### src/rtl/sar_seq_pkg.sv
package sar_seq_pkg;
  localparam logic [2:0] ADDR_CHAN = 3'd0;
  localparam logic [2:0] ADDR_STAT = 3'd1;
  localparam logic [2:0] ADDR_CFG  = 3'd2;
  localparam logic [2:0] ADDR_GCTL = 3'd3;
  localparam logic [2:0] ADDR_RES  = 3'd4;

  typedef enum logic [1:0] {
    ST_IDLE = 2'd0,
    ST_OVH  = 2'd1,
    ST_SAMP = 2'd2,
    ST_CAL  = 2'd3
  } seq_state_e;

  // window extension: short set 3..9 step 2, long set 13..25 step 4
  function automatic logic [4:0] extra_cycles(input logic lng, input logic [1:0] sel);
    return lng ? 5'd13 + {1'b0, sel, 2'b00} : 5'd3 + {2'b00, sel, 1'b0};
  endfunction

  function automatic logic [2:0] avg_shift(input logic en, input logic [1:0] sel);
    return en ? {1'b0, sel} + 3'd2 : 3'd0;
  endfunction
endpackage

### src/rtl/sar_seq_regs.sv
module sar_seq_regs
  import sar_seq_pkg::*;
#(
  parameter int CH_W   = 5,
  parameter int DATA_W = 12
) (
  input  logic              clk_i,
  input  logic              rst_ni,
  input  logic              wr_en_i,
  input  logic              rd_en_i,
  input  logic [2:0]        addr_i,
  input  logic [31:0]       wdata_i,
  output logic [31:0]       rdata_o,
  input  logic [DATA_W-1:0] result_i,
  input  logic              conv_fin_i,
  input  logic              cal_done_i,
  input  logic              cal_abort_i,
  output logic [CH_W-1:0]   chan_o,
  output logic              start_o,
  output logic              stop_o,
  output logic [1:0]        res_mode_o,
  output logic              lng_o,
  output logic [1:0]        lsel_o,
  output logic [1:0]        asel_o,
  output logic              ovwr_o,
  output logic              avg_en_o,
  output logic              cont_o,
  output logic              cal_req_o,
  output logic              done_o,
  output logic              irq_o
);
  localparam logic [CH_W-1:0] CH_OFF = '1;

  logic wr_chan, wr_cfg, wr_gctl, rd_res;
  logic ien_q, cal_q, calfail_q, done_q;
  logic unused_wdata;

  assign wr_chan = wr_en_i && (addr_i == ADDR_CHAN);
  assign wr_cfg  = wr_en_i && (addr_i == ADDR_CFG);
  assign wr_gctl = wr_en_i && (addr_i == ADDR_GCTL);
  assign rd_res  = rd_en_i && (addr_i == ADDR_RES);
  assign start_o = wr_chan && (wdata_i[CH_W-1:0] != CH_OFF);
  assign stop_o  = wr_chan && (wdata_i[CH_W-1:0] == CH_OFF);
  assign unused_wdata = ^{wdata_i[31:17], wdata_i[13:10]};

  always_ff @(posedge clk_i or negedge rst_ni) begin
    if (!rst_ni) begin
      chan_o     <= CH_OFF;
      ien_q      <= 1'b0;
      res_mode_o <= 2'b00;
      lng_o      <= 1'b0;
      lsel_o     <= 2'b00;
      asel_o     <= 2'b00;
      ovwr_o     <= 1'b0;
      avg_en_o   <= 1'b0;
      cont_o     <= 1'b0;
      cal_q      <= 1'b0;
      calfail_q  <= 1'b0;
      done_q     <= 1'b0;
    end else begin
      if (wr_chan) begin
        chan_o <= wdata_i[CH_W-1:0];
        ien_q  <= wdata_i[7];
      end
      if (wr_cfg) begin
        res_mode_o <= wdata_i[3:2];
        lng_o      <= wdata_i[4];
        lsel_o     <= wdata_i[9:8];
        asel_o     <= wdata_i[15:14];
        ovwr_o     <= wdata_i[16];
      end
      if (wr_gctl) begin
        avg_en_o <= wdata_i[5];
        cont_o   <= wdata_i[6];
      end
      // calibrate bit: set by software, cleared only by the sequence
      if (cal_done_i || cal_abort_i) cal_q <= 1'b0;
      else if (wr_gctl && wdata_i[7]) cal_q <= 1'b1;
      if (cal_abort_i) calfail_q <= 1'b1;
      else if (wr_gctl && wdata_i[7]) calfail_q <= 1'b0;
      if (conv_fin_i || cal_done_i) done_q <= 1'b1;
      else if (rd_res) done_q <= 1'b0;
    end
  end

  assign cal_req_o = cal_q;
  assign done_o    = done_q;
  assign irq_o     = done_q & ien_q;

  always_comb begin
    rdata_o = '0;
    case (addr_i)
      ADDR_CHAN: begin
        rdata_o[CH_W-1:0] = chan_o;
        rdata_o[7]        = ien_q;
      end
      ADDR_STAT: rdata_o[1:0] = {calfail_q, done_q};
      ADDR_CFG: begin
        rdata_o[3:2]   = res_mode_o;
        rdata_o[4]     = lng_o;
        rdata_o[9:8]   = lsel_o;
        rdata_o[15:14] = asel_o;
        rdata_o[16]    = ovwr_o;
      end
      ADDR_GCTL: rdata_o[7:5] = {cal_q, cont_o, avg_en_o};
      ADDR_RES:  rdata_o[DATA_W-1:0] = result_i;
      default:   rdata_o = '0;
    endcase
  end

  a_r8_read_clears: assert property (@(posedge clk_i) disable iff (!rst_ni)
    (rd_res && !conv_fin_i && !cal_done_i) |=> !done_q);
  a_r11_cal_done_flags: assert property (@(posedge clk_i) disable iff (!rst_ni)
    cal_done_i |=> (done_q && !cal_q && !calfail_q));
  a_r12_abort_flags: assert property (@(posedge clk_i) disable iff (!rst_ni)
    cal_abort_i |=> (calfail_q && !cal_q));
endmodule

### src/rtl/sar_seq_timer.sv
module sar_seq_timer
  import sar_seq_pkg::*;
#(
  parameter int OVH_CYC  = 6,
  parameter int BASE_CYC = 25,
  parameter int CAL_CYC  = 40
) (
  input  logic       clk_i,
  input  logic       rst_ni,
  input  logic       start_i,
  input  logic       stop_i,
  input  logic       cal_req_i,
  input  logic       cont_i,
  input  logic [4:0] extra_i,
  input  logic [2:0] shift_i,
  output logic       strobe_o,
  output logic       first_o,
  output logic       conv_fin_o,
  output logic       cal_done_o,
  output logic       cal_abort_o
);
  localparam int MAXC  = (CAL_CYC > BASE_CYC + 25) ? CAL_CYC : BASE_CYC + 25;
  localparam int CNT_W = $clog2(MAXC + 1);

  seq_state_e       state_q;
  logic [CNT_W-1:0] cnt_q, samp_len;
  logic [5:0]       smp_q, n_last;
  logic             hold;

  assign samp_len    = CNT_W'(BASE_CYC) + CNT_W'(extra_i);
  assign n_last      = 6'((7'd1 << shift_i) - 7'd1);
  assign hold        = start_i | stop_i;
  assign strobe_o    = (state_q == ST_SAMP) && (cnt_q == samp_len - CNT_W'(1)) && !hold;
  assign first_o     = (smp_q == 6'd0);
  assign conv_fin_o  = strobe_o && (smp_q == n_last);
  assign cal_done_o  = (state_q == ST_CAL) && (cnt_q == CNT_W'(CAL_CYC - 1)) && !hold;
  assign cal_abort_o = (state_q == ST_CAL) && hold;

  always_ff @(posedge clk_i or negedge rst_ni) begin
    if (!rst_ni) begin
      state_q <= ST_IDLE;
      cnt_q   <= '0;
      smp_q   <= '0;
    end else if (start_i) begin
      state_q <= ST_OVH;
      cnt_q   <= '0;
      smp_q   <= '0;
    end else if (stop_i) begin
      state_q <= ST_IDLE;
      cnt_q   <= '0;
    end else begin
      case (state_q)
        ST_IDLE: if (cal_req_i) begin
          state_q <= ST_CAL;
          cnt_q   <= '0;
        end
        ST_OVH: begin
          if (cnt_q == CNT_W'(OVH_CYC - 1)) begin
            state_q <= ST_SAMP;
            cnt_q   <= '0;
            smp_q   <= '0;
          end else cnt_q <= cnt_q + CNT_W'(1);
        end
        ST_SAMP: begin
          if (strobe_o) begin
            cnt_q <= '0;
            if (conv_fin_o) begin
              state_q <= cont_i ? ST_OVH : ST_IDLE;
              smp_q   <= '0;
            end else smp_q <= smp_q + 6'd1;
          end else cnt_q <= cnt_q + CNT_W'(1);
        end
        ST_CAL: begin
          if (cal_done_o) begin
            state_q <= ST_IDLE;
            cnt_q   <= '0;
          end else cnt_q <= cnt_q + CNT_W'(1);
        end
        default: state_q <= ST_IDLE;
      endcase
    end
  end

  a_r2_overhead_len: assert property (@(posedge clk_i) disable iff (!rst_ni)
    (state_q == ST_SAMP && $past(state_q) == ST_OVH) |-> ($past(cnt_q) == CNT_W'(OVH_CYC - 1)));
  a_r7_stop_idles: assert property (@(posedge clk_i) disable iff (!rst_ni)
    (stop_i && !start_i) |=> (state_q == ST_IDLE && !strobe_o));
  a_r9_cont_restart: assert property (@(posedge clk_i) disable iff (!rst_ni)
    (conv_fin_o && cont_i) |=> (state_q == ST_OVH && cnt_q == '0));
endmodule

### src/rtl/sar_seq_accum.sv
module sar_seq_accum #(
  parameter int DATA_W = 12,
  parameter int ACC_W  = DATA_W + 5
) (
  input  logic              clk_i,
  input  logic              rst_ni,
  input  logic              strobe_i,
  input  logic              first_i,
  input  logic              fin_i,
  input  logic              keep_i,
  input  logic [2:0]        shift_i,
  input  logic [1:0]        res_mode_i,
  input  logic [DATA_W-1:0] data_i,
  output logic [DATA_W-1:0] result_o
);
  logic [ACC_W-1:0]  acc_q, acc_nxt, avg;
  logic [DATA_W-1:0] mask;
  logic              unused_avg;

  assign acc_nxt    = (first_i ? '0 : acc_q) + ACC_W'(data_i);
  assign avg        = acc_nxt >> shift_i;
  assign unused_avg = ^avg[ACC_W-1:DATA_W];

  always_comb begin
    case (res_mode_i)
      2'b00:   mask = DATA_W'({8{1'b1}});
      2'b01:   mask = DATA_W'({10{1'b1}});
      default: mask = DATA_W'({12{1'b1}});
    endcase
  end

  always_ff @(posedge clk_i or negedge rst_ni) begin
    if (!rst_ni) begin
      acc_q    <= '0;
      result_o <= '0;
    end else begin
      if (strobe_i) acc_q <= acc_nxt;
      if (fin_i && !keep_i) result_o <= avg[DATA_W-1:0] & mask;
    end
  end

  a_r10_keep_unread: assert property (@(posedge clk_i) disable iff (!rst_ni)
    (fin_i && keep_i) |=> $stable(result_o));
endmodule

### src/rtl/sar_seq.sv
module sar_seq
  import sar_seq_pkg::*;
#(
  parameter int CH_W     = 5,
  parameter int DATA_W   = 12,
  parameter int OVH_CYC  = 6,
  parameter int BASE_CYC = 25,
  parameter int CAL_CYC  = 40
) (
  input  logic              clk_i,
  input  logic              rst_ni,
  input  logic              wr_en_i,
  input  logic              rd_en_i,
  input  logic [2:0]        addr_i,
  input  logic [31:0]       wdata_i,
  output logic [31:0]       rdata_o,
  output logic [CH_W-1:0]   ch_sel_o,
  output logic              samp_strobe_o,
  input  logic [DATA_W-1:0] samp_data_i,
  output logic              irq_o
);
  localparam int ACC_W = DATA_W + 5;

  logic              start, stop, lng, ovwr, avg_en, cont, cal_req, done;
  logic [1:0]        res_mode, lsel, asel;
  logic              first, conv_fin, cal_done, cal_abort;
  logic [DATA_W-1:0] result;
  logic [2:0]        shift;
  logic [4:0]        extra;

  assign shift = avg_shift(avg_en, asel);
  assign extra = extra_cycles(lng, lsel);

  sar_seq_regs #(.CH_W(CH_W), .DATA_W(DATA_W)) i_regs (
    .clk_i, .rst_ni, .wr_en_i, .rd_en_i, .addr_i, .wdata_i, .rdata_o,
    .result_i(result), .conv_fin_i(conv_fin), .cal_done_i(cal_done),
    .cal_abort_i(cal_abort), .chan_o(ch_sel_o), .start_o(start), .stop_o(stop),
    .res_mode_o(res_mode), .lng_o(lng), .lsel_o(lsel), .asel_o(asel),
    .ovwr_o(ovwr), .avg_en_o(avg_en), .cont_o(cont), .cal_req_o(cal_req),
    .done_o(done), .irq_o
  );

  sar_seq_timer #(.OVH_CYC(OVH_CYC), .BASE_CYC(BASE_CYC), .CAL_CYC(CAL_CYC)) i_timer (
    .clk_i, .rst_ni, .start_i(start), .stop_i(stop), .cal_req_i(cal_req),
    .cont_i(cont), .extra_i(extra), .shift_i(shift), .strobe_o(samp_strobe_o),
    .first_o(first), .conv_fin_o(conv_fin), .cal_done_o(cal_done),
    .cal_abort_o(cal_abort)
  );

  sar_seq_accum #(.DATA_W(DATA_W), .ACC_W(ACC_W)) i_accum (
    .clk_i, .rst_ni, .strobe_i(samp_strobe_o), .first_i(first), .fin_i(conv_fin),
    .keep_i(done && !ovwr), .shift_i(shift), .res_mode_i(res_mode),
    .data_i(samp_data_i), .result_o(result)
  );
endmodule

### config.mk
export PLATFORM = sky130hd
export DESIGN_NAME = sar_seq
export DESIGN_NICKNAME = d
export VERILOG_FILES = /design/src/rtl/sar_seq_pkg.sv /design/src/rtl/sar_seq_regs.sv /design/src/rtl/sar_seq_timer.sv /design/src/rtl/sar_seq_accum.sv /design/src/rtl/sar_seq.sv
export SDC_FILE = /design/constraint.sdc
export NUM_CORES = 1
export LEC_CHECK = 0
export ABC_AREA = 1
export BUFFER_PORTS_ARGS = -buffer_cell sky130_fd_sc_hd__buf_2
export CAP_MARGIN = 10
export CORE_MARGIN = 5
export CORE_UTILIZATION = 37
export DETAILED_ROUTE_END_ITERATION = 16
export GPL_ROUTABILITY_DRIVEN = 0
export PLACE_DENSITY = 0.59
export REMOVE_ABC_BUFFERS = 1
export SLEW_MARGIN = 10
export SYNTH_ARGS = -nofsm -noshare
export SYNTH_HDL_FRONTEND = slang
export SYNTH_SLANG_ARGS = --single-unit
export TNS_END_PERCENT = 50
### constraint.sdc
create_clock -name clk_i -period 7.35 [get_ports clk_i]
set_clock_uncertainty 0.1 [all_clocks]
set_input_delay 0.735 -clock clk_i [delete_from_list [all_inputs] [get_ports clk_i]]
set_output_delay 0.735 -clock clk_i [all_outputs]
set_load 0.1 [all_outputs]
* Word-level counts from Yosys, hierarchy flattened
Cells that the tools add are included.
Word-level totals: memory bits (read-only) 0, memories kept 0, input port bits 51, bits in latches 0, bits in registers 62, logic and storage cells 122, memory bits (writable) 0, output and inout bits 39
Operators by class: multiply operators 0, eq/ne operators 22, bitwise logic cells 3, muxes and demuxes 39, order comparisons 0, reductions and logical operators 30, shift-type cells 2, div/mod/pow operators 0, add/sub/neg operators 9
Operators by type and width (number):
- 6-bit two-way mux | 11
- 12-bit case mux with 2 select lines | 1
- 6-bit case mux with 4 select lines | 1
- 17-bit by 12-bit adder with 17-bit output | 1
- 17-bit two-way mux | 1
- 17-bit by 3-bit right shift with 12-bit output | 1
- 2-bit two-way mux | 8
- 1-bit logical AND | 15
- 6-bit by 1-bit adder with 6-bit output, second input constant | 2
- 12-bit AND | 1
- 6-bit equality test | 2
- 4-bit by 1-bit inequality test with 1-bit output, second input constant | 3
- 6-bit case mux with 2 select lines | 1
- 6-bit by 1-bit subtractor with 6-bit output, second input constant | 2
- 3-bit case mux with 3 select lines | 1
- 4-bit by 2-bit inequality test with 1-bit output, second input constant | 2
- 2-bit case mux with 2 select lines | 2
- 2-bit case mux with 4 select lines | 1
- 1-bit two-way mux | 7
- 5-bit by 5-bit adder with 6-bit output, first input constant | 1
- 3-bit by 2-bit equality test with 1-bit output, second input constant | 2
- 6-bit by 3-bit equality test with 1-bit output, second input constant | 1
- 6-bit equality test, second input constant | 1
- 6-bit zero test | 1
- other kinds (26) | 36

* Depth between registers and ports, before layout
Gate-level depths: netlist of run 1.
word-level depth 13, depth in mapped cells 22, depth with buffers taken out 21

* Cells and area by module
Synthesis of run 1 repeated with hierarchy kept, for this count alone.
Unflattened totals: cells, all modules 835, area total of the unflattened synthesis 5326.4 µm²
By module, submodules not included:
- sar_seq_accum | cells an instance 459, sequential area each 725.7 µm², times used 1, area an instance 2836.5 µm²
- sar_seq_timer | cells an instance 191, sequential area each 350.3 µm², times used 1, area an instance 1212.4 µm²
- sar_seq_regs | cells an instance 162, sequential area each 481.7 µm², times used 1, area an instance 1173.6 µm²
- sar_seq | cells an instance 23, sequential area each 0.0 µm², times used 1, area an instance 103.8 µm²

* Least setup slack after synthesis of run 1
Ideal clock, no wire load.
kind input -> output, start point input port addr_i[0], end point output port rdata_o[8], buffers on the path 1, stages on the path 4, required time 6.515 ns, data arrival time 3.322 ns, setup slack 3.193 ns, path through buf_6 nor3_1 inv_1 o21ai_0
On the way: word-level cells in the longest chain between the ends 2, elaborated cells between the ends (all ways) 3, those cells by class eq/ne (2); mux (1)
RTL lines:
- start, declared | line sar_seq.sv:14 | input logic [2:0] addr_i,
- 3-bit equality test / 3-bit by 2-bit equality test with 1-bit output (equally long branches) | line sar_seq_regs.sv:92 | case (addr_i)
- 2-bit case mux with 2 select lines * | line sar_seq_regs.sv:92
- end, declared | line sar_seq.sv:16 | output logic [31:0] rdata_o,
Every way passes the cells marked *; elsewhere a longest branch is shown, timed or not.

* Final worst setup path of run 1
start point register i_regs.lsel_o[0], end point output port samp_strobe_o
On the way: word-level cells in the longest chain between the ends 7, elaborated cells between the ends (all ways) 8, those cells by class add/sub (4); eq/ne (1); mux (1); reduce/logical (2)
RTL lines:
- start, declared | line sar_seq_regs.sv:23 | output logic [1:0] lsel_o,
- start signal, assigned | line sar_seq_regs.sv:68 | lsel_o <= wdata_i[9:8];
- 4-bit by 4-bit adder with 5-bit output / 2-bit by 3-bit adder with 4-bit output (equally long branches) | line sar_seq_pkg.sv:17 | return lng ? 5'd13 + {1'b0, sel, 2'b00} : 5'd3 + {2'b00, sel, 1'b0};
- 5-bit two-way mux * | line sar_seq_pkg.sv:17
- 5-bit by 5-bit adder with 6-bit output * | line sar_seq_timer.sv:30 | assign samp_len = CNT_W'(BASE_CYC) + CNT_W'(extra_i);
- 6-bit by 1-bit subtractor with 6-bit output * | line sar_seq_timer.sv:33 | assign strobe_o = (state_q == ST_SAMP) && (cnt_q == samp_len - CNT_W'(1)) && !hold;
- 6-bit equality test * | line sar_seq_timer.sv:33
- 1-bit logical AND * (2 in series) | line sar_seq_timer.sv:33
- end, declared | line sar_seq.sv:18 | output logic samp_strobe_o,
Marked as above.

==> results of run 1 <==
sequential cells by signal (all words and copies together), names as in the netlist, 2 cells and up:
name	cells
i_accum.acc_q	17
i_accum.result_o	12
i_timer.cnt_q	6
i_timer.smp_q	6
i_regs.chan_o	5
i_regs.asel_o	2
i_regs.lsel_o	2
i_regs.res_mode_o	2
i_timer.state_q	2
power groups by stage:
stage	registers [mW]	logic [mW]	clock network, mW
detailed placement	0.512	0.925	0
global route	0.520	1.05	0.404
global placement	0.509	0.907	0
CTS	0.507	0.929	0.385
finish	0.508	0.925	0.374
floorplan	0.532	0.698	0
cell type report:
type	instances	area [um2]	area share
inverters	95	359	0.0685
multi-input cells	505	2580	0.492
clock buffers	14	244	0.0466
flip-flops and latches	62	1560	0.297
clock inverters	2	10.0	0.00191
repair buffers	54	273	0.0521
well taps	172	215	0.0411
worst max-delay path by stage:
stage                           startpoint             endpoint  slack [ns]  cells past startpoint
final                     i_regs.lsel_o[0]        samp_strobe_o        3.25                     11
after global routing      i_regs.lsel_o[0]        samp_strobe_o        3.03                     10
after CTS                 i_regs.lsel_o[0]        samp_strobe_o        3.23                     10
after detailed placement  i_timer.smp_q[0]  i_accum.result_o[7]        3.50                     17
after global placement    i_timer.smp_q[0]  i_accum.result_o[7]        3.54                     17
after floorplan                  addr_i[2]           rdata_o[8]        3.30                      3
routing by layer:
layer | wire (um) | vias up | track usage
met1 | 5520 | 2057 | 0.215
met5 | 0 | - | 0
met4 | 108 | 0 | 0.0364
li1 | - | 2255 | -
met3 | 512 | 12 | 0.0410
met2 | 6080 | 93 | 0.294
worst register-to-register path, delay by kind of cell, from the launching register on:
kind / cells / cell delay, ns
buf+inv: 2 / 0.17
simple gates: 11 / 1.97
flops: 1 / 0.46
xor+xnor: 1 / 0.28
fa+ha+maj: 3 / 0.75
cells by family after synthesis:
family / after synthesis / synth area share
and+or+nand+nor: 367 / 0.346
buffers and inverters: 131 / 0.129
AOI/OAI and AO/OA: 83 / 0.103
DFF: 62 / 0.333
adders and majority gates: 21 / 0.0578
xor gates and xnor gates: 15 / 0.0281
other: 2 / 0.00160
muxes: 1 / 0.00214
per-stage QoR:
| step | setup slack (ns) | utilization |
|---|---|---|
| global placement | 3.54 | 0.398 |
| detailed placement | 3.50 | 0.398 |
| CTS | 3.23 | 0.419 |
| finish | 3.25 | 0.419 |
| global route | 3.03 | 0.419 |
| floorplan | 3.30 | - |
cells in the mapped netlist (10+ instances only):
cell and instances:
sky130_fd_sc_hd__a21oi_1 19, sky130_fd_sc_hd__buf_4 17, sky130_fd_sc_hd__dfrtp_1 57, sky130_fd_sc_hd__ha_1 20, sky130_fd_sc_hd__inv_1 83, sky130_fd_sc_hd__inv_2 10
sky130_fd_sc_hd__nand2_1 202, sky130_fd_sc_hd__nand3_1 75, sky130_fd_sc_hd__nor2_1 53, sky130_fd_sc_hd__o21ai_0 25, sky130_fd_sc_hd__xor2_1 12
==> results.rst, run 1 <==
.. list-table::
   :header-rows: 1

   * - Metric
     - Value
   * - Run status
     - complete, no violations
   * - Worst hold path type
     - reg2reg
   * - Share of the cycle needed by the critical path after routing
     - 0.558
   * - Setup slack, reg-to-reg
     - around 3.5 ns
   * - Length of the first detailed-routing pass in iterations
     - 5
   * - Post-Route Hold Slack
     - ~0.38 ns
   * - Most common library cell in the layout ignoring fill and taps
     - sky130_fd_sc_hd__nand2_1
   * - Initial antenna violation count
     - 0
   * - Max-capacitance violation count
     - 0
   * - Core box area
     - roughly 13000 um2
   * - Hold Crit Depth
     - 2
   * - Routed WL per cell
     - ~14 um
   * - Dominant delay contributor by cell family on the critical path
     - buffers and inverters
   * - Horiz. Die Dim
     - approximately 120 um
   * - Via count
     - roughly 4400
   * - N_diodes
     - 0
   * - Antenna viol nets, final
     - 0
   * - Number of post-CTS setup repair buffers
     - 0
   * - Placed Instances
     - around 890
   * - Data required time of the worst path
     - roughly 6.5 ns
   * - Pin count of the biggest net entering global routing
     - 63
   * - Number of top-level pins
     - 90
   * - Top cells by area, synth
     - sky130_fd_sc_hd__dfrtp_1 (30%), sky130_fd_sc_hd__nand2_1 (16%), sky130_fd_sc_hd__nand3_1 (8.0%), sky130_fd_sc_hd__inv_1 (6.7%), sky130_fd_sc_hd__ha_1 (5.3%)
   * - Critical Path Most Common Cell
     - sky130_fd_sc_hd__ha_1
   * - Netlist area before placement
     - 4680 um2
   * - Fraction of the yosys area taken by sequential cells
     - 0.333
   * - Signed area change from the synthesized netlist to the final layout
     - 12.0%
   * - CP max stage delay
     - around 0.51 ns
   * - Count of cell types in the netlist
     - 45
   * - Die area
     - 15000 um2
   * - Clock Power Share
     - 0.207
   * - Highest-count cells in the layout ignoring fill and taps
     - sky130_fd_sc_hd__nand2_1 (202), sky130_fd_sc_hd__inv_1 (83), sky130_fd_sc_hd__nand3_1 (75)
   * - Synthesis Warnings
     - 0
   * - Count of standard-cell rows
     - slightly above 40
   * - Slew HR
     - 0.281
   * - Number of cells upsized or downsized after cts
     - 0
   * - Vias in the first global route
     - between 4000 and 5000
   * - Total clock sinks
     - 62
   * - Synth Area per Inst
     - around 6.9 um2
   * - Number of fillers in the final layout
     - 1355
   * - Post-synth ARST share
     - 1.00
   * - Fraction of synthesized cell area taken by the top area cell type
     - 0.305
   * - Max FO, Critical Path
     - 25
   * - Worst hold start
     - i_accum.result_o[5]
   * - Post-route setup TNS
     - 0 ns
   * - Startpoint of the worst-slack reg-to-reg timing path
     - i_timer.smp_q[0]
   * - Peak VDD IR
     - around 0.14 mV
   * - Fraction of power consumed by sequential logic
     - 0.281
   * - Pwr/cell area
     - about 350 nW/um2
   * - Cell count of the worst reg-to-reg path
     - 17
   * - Overall Power
     - 1.81 mW
   * - Kind of end point of the critical path
     - output port
   * - Number of I/O port buffers
     - 53
   * - Worst-path cell with the longest stage delay
     - sky130_fd_sc_hd__buf_2
   * - Cell breakdown of the critical path
     - inv_1 > ha_1 > nand2_1 > o21ai_2 > ha_1 > xor2_1 > nand4_1 > nor2_1 > nand2_2 > inv_2 > buf_2
   * - Placement-stage cell area
     - about 5000 um2
   * - Reg clk slew, reported paths
     - 0.05 ns
   * - Placed wire-length estimate after detailed placement
     - just over 9000 um
   * - Worst skew pair latency
     - about 0.34 ns
   * - Setup Viol. Count Final
     - 0
   * - Cell leakage power
     - between 2 and 3 nW
   * - Number of CTS-inserted buffers
     - 9
   * - Final Hold Viols
     - 0
   * - Global-route wire length before repair
     - 20300 um
   * - Cell Count, Final, Fillers Out
     - roughly 900
   * - DIE HEIGHT
     - between 100 and 150 um
   * - Vias/cell
     - ~5
   * - Setup Crit Path Kind
     - reg2out
   * - Switching share of total power
     - 0.484
   * - Critical path launch point type
     - flip-flop
   * - Unrepaired setup endpoints after global routing
     - no
   * - Buffers & Inverters on Critical Path
     - 3
   * - Arrival time worst endpoint
     - 3.26 ns
   * - Clock Root Buffer
     - sky130_fd_sc_hd__clkbuf_16
   * - CTS Hold Bufs
     - 0
   * - Internal power
     - approximately 0.93 mW
   * - Remaining DRCs
     - 0
   * - Cell taking the most area after synthesis
     - sky130_fd_sc_hd__dfrtp_1
   * - Number of nets in the layout
     - approximately 800
   * - Worst Max-Slew Pin Slew
     - approximately 1.1 ns
   * - Top_reg_cell synth
     - sky130_fd_sc_hd__dfrtp_1
   * - Hold endpoint
     - i_accum.result_o[5]
   * - Initial core utilization
     - 0.374
   * - Routed WL
     - approximately 12000 um
   * - DRC violation total after the first TritonRoute iteration
     - 355
   * - Max clock buf depth
     - 2
   * - Proportion of layout cells with a drive suffix above 1
     - 0.145
   * - Cell area after layout
     - 5240 um2
   * - Power dissipated by switching net loads
     - approximately 0.88 mW
   * - Number of storage elements in the synthesis netlist
     - 62
   * - Final count of pins violating max slew
     - 0
   * - CTS H-tree lvls
     - 3
   * - Total routing resource utilization after global routing
     - 0.170
   * - Clock tree from TritonCTS
     - built
   * - Maximum clock rate
     - 244 MHz
   * - Post-layout min period
     - roughly 4 ns
   * - Combinational Power Share
     - 0.512
   * - EDFF count, synth
     - 0
   * - Crit Reg-Reg Endpoint
     - i_accum.result_o[7]
   * - Number of instances in the synthesized netlist
     - between 600 and 700
   * - GR Overflow Total
     - 0
Note: power is estimated with default switching activity, not from simulation.
==> inputs of run 2 (changes only) <==
==> constraint.sdc (replaced) <==
create_clock -name clk_i -period 4.1 [get_ports clk_i]
set_clock_uncertainty 0.1 [all_clocks]
set_input_delay 0.41 -clock clk_i [delete_from_list [all_inputs] [get_ports clk_i]]
set_output_delay 0.41 -clock clk_i [all_outputs]
set_load 0.1 [all_outputs]
==> run 2 against run 1 <==
  * Flip-flop and latch count unchanged
  * Die area unchanged
  * Worst setup slack worse by 2.7 ns
  * Clock power up 79%
  * Sequential power up 80%
  * First-iteration DRC count down 14%
  * Utilization up 0.20 points
  * Cell count up 0.22%
  * Non-clock buffer count up 3
  * Combinational power up 82%
  * Critical path type unchanged
  * Highest routed layer unchanged
==> results.rst, run 2 (synthesized netlist as in run 1, its figures left out) <==
.. list-table::
   :header-rows: 1

   * - Metric
     - Value
   * - Run status
     - complete, no violations
   * - Initial antenna violation count
     - 0 (unchanged)
   * - CTS Hold Bufs
     - 0 (unchanged)
   * - Pwr/cell area
     - 619 nW/um2 (+79%)
   * - Cell area after layout
     - 5260 um2 (+0.48%)
   * - Vias/cell
     - 4.87 (-0.31%)
   * - Horiz. Die Dim
     - 122 um (unchanged)
   * - Worst hold path type
     - in2async
   * - Via count
     - 4413 (-0.091%)
   * - Final count of pins violating max slew
     - 0 (unchanged)
   * - Kind of end point of the critical path
     - output port
   * - Slew HR
     - 0.454 (+0.173)
   * - Clock Root Buffer
     - sky130_fd_sc_hd__clkbuf_16
   * - Data required time of the worst path
     - 3.59 ns (-2.92 ns)
   * - Count of standard-cell rows
     - 41 (unchanged)
   * - Dominant delay contributor by cell family on the critical path
     - buffers and inverters
   * - Remaining DRCs
     - 0 (unchanged)
   * - Max-capacitance violation count
     - 0 (unchanged)
   * - Total clock sinks
     - 62 (unchanged)
   * - Max reg flops
     - 17 (unchanged)
   * - Fraction of power consumed by sequential logic
     - 0.280 (about the same)
   * - Proportion of layout cells with a drive suffix above 1
     - 0.153 (+0.00778)
   * - CP max stage delay
     - 0.47 ns (-0.04 ns)
   * - Final Hold Viols
     - 0 (unchanged)
   * - Cell Count, Final, Fillers Out
     - 906 (+0.22%)
   * - Critical path launch point type
     - flip-flop
   * - Overall Power
     - 3.26 mW (+80%)
   * - Unrepaired setup endpoints after global routing
     - no
   * - Share of the cycle needed by the critical path after routing
     - 0.866
   * - Critical Path End
     - samp_strobe_o
   * - Regs by FF count
     - i_accum.acc_q x17, i_accum.result_o x12
   * - CP Depth
     - 11 (unchanged)
   * - GR Overflow Total
     - 0 (unchanged)
   * - Switching share of total power
     - 0.485 (+0.00129)
   * - Setup Crit Path Kind
     - reg2out
   * - Global-route wire length before repair
     - 20100 um (-1.2%)
   * - Highest-count cells in the layout ignoring fill and taps
     - sky130_fd_sc_hd__nand2_1 (202), sky130_fd_sc_hd__inv_1 (83), sky130_fd_sc_hd__nand3_1 (75)
   * - Max FO, Critical Path
     - 25 (unchanged)
   * - Most common library cell in the layout ignoring fill and taps
     - sky130_fd_sc_hd__nand2_1
   * - Arrival time worst endpoint
     - 3.04 ns (-0.22 ns)
   * - Maximum clock rate
     - roughly 280 MHz
   * - DRC violation total after the first TritonRoute iteration
     - 305 (-14%)
   * - Cell count of the worst reg-to-reg path
     - 18 (+1)
   * - Clock Power Share
     - 0.205 (-0.002)
   * - Vias in the first global route
     - 4297 (-0.093%)
   * - Startpoint of the worst-slack reg-to-reg timing path
     - i_timer.smp_q[0]
   * - Number of CTS-inserted buffers
     - 9 (unchanged)
   * - Worst-path cell with the longest stage delay
     - sky130_fd_sc_hd__buf_2
   * - Number of nets in the layout
     - 802 (+0.38%)
   * - Crit Reg-Reg Endpoint
     - i_accum.result_o[7]
   * - Pin count of the biggest net entering global routing
     - 34 (-46%)
   * - Setup Viol. Count Final
     - 0 (unchanged)
   * - Placement-stage cell area
     - 5010 um2 (+0.45%)
   * - Routed WL per cell
     - 13.5 um (-0.12%)
   * - Core occupancy in the finished layout
     - 0.421 (+0.00200)
   * - Number of top-level pins
     - 90 (unchanged)
   * - Reg clk slew, reported paths
     - 0.05 ns (about the same)
   * - Setup slack, reg-to-reg
     - 0.87 ns (-2.65 ns)
   * - Peak VDD IR
     - 0.248 mV (+71%)
   * - Length of the first detailed-routing pass in iterations
     - 5 (unchanged)
   * - Top reg by flops
     - i_accum.acc_q
   * - Power dissipated by switching net loads
     - 1.58 mW (+81%)
   * - Combinational Power Share
     - 0.514 (+0.002)
   * - Cell leakage power
     - 2.88 nW (+0.65%)
   * - Placed Instances
     - 891 (+0.34%)
   * - Number of I/O port buffers
     - 53 (unchanged)
   * - Buffers & Inverters on Critical Path
     - 3 (unchanged)
   * - Core box area
     - 12500 um2 (unchanged)
   * - Critical Path Most Common Cell
     - sky130_fd_sc_hd__ha_1
   * - Worst Max-Slew Pin Slew
     - 0.819 ns (-0.252 ns)
   * - Number of post-CTS setup repair buffers
     - 0 (unchanged)
   * - DIE HEIGHT
     - 122 um (unchanged)
   * - Routed WL
     - 12200 um (about the same)
   * - Internal power
     - 1.68 mW (+80%)
   * - Max clock buf depth
     - 2 (unchanged)
   * - CTS H-tree lvls
     - 3 (unchanged)
   * - Die area
     - 15000 um2 (unchanged)
   * - N_diodes
     - 0 (unchanged)
   * - Post-route setup TNS
     - 0 ns (unchanged)
   * - Signed area change from the synthesized netlist to the final layout
     - 12.5%
   * - Post-layout min period
     - approximately 3.5 ns
   * - Number of cells upsized or downsized after cts
     - 0 (unchanged)
   * - Total routing resource utilization after global routing
     - 0.169 (-0.000873)
   * - Worst skew pair latency
     - 0.34 ns (about the same)
   * - Origin of the worst setup path
     - i_regs.lsel_o[0]
   * - Initial core utilization
     - 0.374 (unchanged)
   * - Cell breakdown of the critical path
     - inv_1 > ha_1 > nand2_1 > o21ai_2 > ha_1 > xor2_1 > nand4_1 > nor2_1 > nand2_2 > inv_2 > buf_2
   * - Antenna viol nets, final
     - 0 (unchanged)
   * - Placed wire-length estimate after detailed placement
     - 9620 um (+3.2%)
   * - Clock tree from TritonCTS
     - built
## run 2: changes by cell type in the layout (fill, tap and decap cells not counted)
cell                         previous run  this run
sky130_fd_sc_hd__clkinv_2               4         6
sky130_fd_sc_hd__clkinvlp_4             0         1
sky130_fd_sc_hd__clkbuf_1               5         1
sky130_fd_sc_hd__buf_4                  1         4
## run 2: worst min path at each step
stage | to | from
floorplan | i_accum.acc_q[0] | rst_ni
global placement | i_accum.acc_q[0] | i_accum.acc_q[0]
detailed placement | i_accum.result_o[8] | i_accum.result_o[8]
CTS | i_accum.acc_q[9] | rst_ni
global route | i_accum.acc_q[9] | rst_ni
finish | i_accum.acc_q[9] | rst_ni
## run 2: layout make-up
cell class | instances | area (um2)
fillers | 1341 | 7250
multi-input cells | 505 | 2580
flip-flops and latches | 62 | 1560
inverters | 95 | 359
repair buffers | 57 | 295
clock buffers | 10 | 229
well taps | 172 | 215
clock inverters | 5 | 27.5
## run 2: layer usage
layer	GRT usage	routed length, um	part of all wire	up-vias
li1	-	-	-	2258
met1	0.213	5570	0.46	2053
met2	0.287	6000	0.49	88
met5	0	0	0	-
met4	0.0427	149	0.012	0
met3	0.0456	506	0.041	14
## run 2: power by group through the flow
stage	logic [mW]	clock network [mW]	registers [mW]
detailed placement	1.67	0	0.922
global placement	1.64	0	0.913
finish	1.68	0.669	0.914
floorplan	1.25	0	0.953
CTS	1.68	0.691	0.912
global route	1.89	0.714	0.933
## run 2: stage by stage
step / setup WS [ns] / hold WS, ns
finish: 0.551 / 0.0729
global placement: 0.818 / 0.366
floorplan: 0.702 / 0.0144
detailed placement: 0.825 / 0.366
global route: 0.311 / 0.141
CTS: 0.461 / 0.0875
==> inputs of run 3 (changes only) <==
--- a/config.mk
+++ b/config.mk
@@ -9,10 +9,10 @@
 export BUFFER_PORTS_ARGS = -buffer_cell sky130_fd_sc_hd__buf_2
 export CAP_MARGIN = 10
 export CORE_MARGIN = 5
-export CORE_UTILIZATION = 37
+export CORE_UTILIZATION = 57
 export DETAILED_ROUTE_END_ITERATION = 16
 export GPL_ROUTABILITY_DRIVEN = 0
-export PLACE_DENSITY = 0.59
+export PLACE_DENSITY = 0.84
 export REMOVE_ABC_BUFFERS = 1
 export SLEW_MARGIN = 10
 export SYNTH_ARGS = -nofsm -noshare
==> run 3 against run 2 <==
  * Register-to-register slack better by 0.07 ns
  * First-iteration DRC count grew 26%
  * Critical path depth down 1
  * Die area decreased by 33%
  * Cell count decreased by 7.3%
  * Clock power fell by 11%
  * Critical endpoint unchanged
==> results.rst, run 3 (synthesized netlist as in run 1, its figures left out) <==
.. list-table::
   :header-rows: 1

   * - Metric
     - Value
   * - CTS H-tree lvls
     - 3 (unchanged)
   * - Cell leakage power
     - 2.86 nW (-0.75%)
   * - DRC violation total after the first TritonRoute iteration
     - 383 (+26%)
   * - Worst skew pair latency
     - 0.34 ns (about the same)
   * - Share of the cycle needed by the critical path after routing
     - 0.891 (+0.0253)
   * - Via count
     - 4599 (+4.2%)
   * - Startpoint of the worst-slack reg-to-reg timing path
     - i_regs.lsel_o[0]
   * - Vias/cell
     - 5.48 (+12%)
   * - Final Hold Viols
     - 0 (unchanged)
   * - Max reg flops
     - 17 (unchanged)
   * - Number of cells upsized or downsized after cts
     - 0 (unchanged)
   * - Remaining DRCs
     - 0 (unchanged)
   * - Initial antenna violation count
     - 0 (unchanged)
   * - Pin count of the biggest net entering global routing
     - 41 (+21%)
   * - Total routing resource utilization after global routing
     - 0.241 (+0.0720)
   * - Number of nets in the layout
     - 802 (unchanged)
   * - CTS Hold Bufs
     - 0 (unchanged)
   * - GR Overflow Total
     - 0 (unchanged)
   * - Final count of pins violating max slew
     - 0 (unchanged)
   * - Antenna viol nets, final
     - 0 (unchanged)
   * - Post-route setup TNS
     - 0 ns (unchanged)
   * - Metal3 WL
     - 770 um (+52%)
   * - Worst Max-Slew Pin Slew
     - 0.908 ns (+0.0892 ns)
   * - Detailed-routed wire length on met2
     - 5750 um (-4.2%)
   * - Number of CTS-inserted buffers
     - 9 (unchanged)
   * - Max-capacitance violation count
     - 0 (unchanged)
   * - Origin of the worst setup path
     - i_regs.lsel_o[0]
   * - Length of the first detailed-routing pass in iterations
     - 6 (+1)
   * - Placement-stage cell area
     - 4920 um2 (-1.7%)
   * - Highest-count cells in the layout ignoring fill and taps
     - sky130_fd_sc_hd__nand2_1 (202), sky130_fd_sc_hd__inv_1 (83), sky130_fd_sc_hd__nand3_1 (75)
   * - Number of top-level pins
     - 90 (unchanged)
   * - Routed WL per cell
     - 13.8 um (+2.1%)
   * - Max FO, Critical Path
     - 25 (unchanged)
   * - Global-route wire length before repair
     - 19900 um (-0.90%)
   * - Highest metal layer with signal wires
     - met4
   * - Core box area
     - 8090 um2 (-35%)
   * - Unrepaired setup endpoints after global routing
     - no
   * - Setup Viol. Count Final
     - 0 (unchanged)
   * - Regs by FF count
     - i_accum.acc_q x17, i_accum.result_o x12
   * - Number of I/O port buffers
     - 53 (unchanged)
   * - Arrival time worst endpoint
     - 3.14 ns (+0.10 ns)
   * - Data required time of the worst path
     - 3.59 ns (about the same)
   * - Clock tree from TritonCTS
     - built
   * - Most common library cell in the layout ignoring fill and taps
     - sky130_fd_sc_hd__nand2_1
   * - Number of post-CTS setup repair buffers
     - 0 (unchanged)
   * - Worst hold path type
     - in2async
   * - Initial core utilization
     - 0.578 (+0.204)
   * - Top reg by flops
     - i_accum.acc_q
   * - Maximum clock rate
     - 274 MHz (-2.8%)
   * - Clock Root Buffer
     - sky130_fd_sc_hd__clkbuf_8
   * - DIE HEIGHT
     - 101 um (-18%)
   * - Horiz. Die Dim
     - 101 um (-18%)
   * - Critical path launch point type
     - flip-flop
   * - Kind of end point of the critical path
     - output port
   * - Slew HR
     - 0.395 (-0.0595)
   * - Run status
     - complete, no violations
   * - Cell area after layout
     - 5140 um2 (-2.4%)
   * - Reg clk slew, reported paths
     - 0.07 ns (+0.02 ns)
   * - Post-layout min period
     - 3.65 ns (+0.104 ns)
   * - N_diodes
     - 0 (unchanged)
   * - Placed wire-length estimate after detailed placement
     - 8970 um (-6.8%)
   * - Signed area change from the synthesized netlist to the final layout
     - 9.79%
   * - Peak VDD IR
     - 0.337 mV (+36%)
   * - Vias in the first global route
     - 4484 (+4.4%)
   * - Max clock buf depth
     - 2 (unchanged)
   * - Proportion of layout cells with a drive suffix above 1
     - 0.154 (+0.00115)
   * - Post-route met1 wirelength
     - 4800 um (-14%)
   * - Total clock sinks
     - 62 (unchanged)
   * - Pwr/cell area
     - 619 nW/um2 (about the same)
   * - Routed WL
     - 11600 um (-5.3%)
   * - Die area
     - 10100 um2 (-33%)
   * - Setup Crit Path Kind
     - reg2out
   * - Count of standard-cell rows
     - 33 (-20%)
==> run 3: final timing paths <==
kind	end	slack, ns	depth (start not counted)
max in group asynchronous	i_accum.acc_q[2]	2.95	2
hold reg to reg	i_accum.acc_q[0]	0.39	2
setup / recovery	samp_strobe_o	0.45	10
hold / removal	i_accum.acc_q[9]	0.09	1
min in group clk_i	i_regs.chan_o[1]	0.17	3
setup reg to reg	i_accum.result_o[5]	0.94	15
==> run 3: final cells by class <==
cell class,count,area [um2]
inverter,95,359
fill,710,2960
tap,105,131
timing repair buffer,57,295
sequential,62,1560
multi-input combinational,505,2580
clock buffer,10,128
clock inverter,6,86.3
==> run 3: through the flow <==
step / total power, mW / worst slack [ns] / std cells / hold slack [ns] / utilization
global placement: 2.50 / 0.913 / 824 / 0.365 / 0.608
global route: 3.44 / 0.224 / 840 / 0.172 / 0.635
finish: 3.18 / 0.447 / 840 / 0.0904 / 0.635
CTS: 3.17 / 0.464 / 840 / 0.128 / 0.635
detailed placement: 2.57 / 0.842 / 824 / 0.366 / 0.608
floorplan: 2.20 / 0.702 / 662 / 0.0144 / -
==> run 3: report_power, final <==
| group | internal, mW | switching (mW) |
|---|---|---|
| combinational | 0.508 | 1.17 |
| sequential | 0.768 | 0.143 |
| clock | 0.341 | 0.252 |
==> run 3: worst max-delay path, cell delays in order (launching register included) <==
cell,delay [ns]
sky130_fd_sc_hd__dfrtp_1,0.41
sky130_fd_sc_hd__inv_1,0.10
sky130_fd_sc_hd__ha_1,0.20
sky130_fd_sc_hd__or2_2,0.30
sky130_fd_sc_hd__ha_1,0.29
sky130_fd_sc_hd__xor2_1,0.15
sky130_fd_sc_hd__nand4_1,0.10
sky130_fd_sc_hd__nor2_1,0.14
sky130_fd_sc_hd__nand2_2,0.32
sky130_fd_sc_hd__inv_2,0.32
sky130_fd_sc_hd__buf_2,0.48
==> run 3: layer usage <==
| layer | GRT usage | vias to the layer above |
|---|---|---|
| met5 | 0 | - |
| met4 | 0.0953 | 0 |
| met3 | 0.0325 | 27 |
| met2 | 0.419 | 187 |
| met1 | 0.301 | 2127 |
| li1 | - | 2258 |
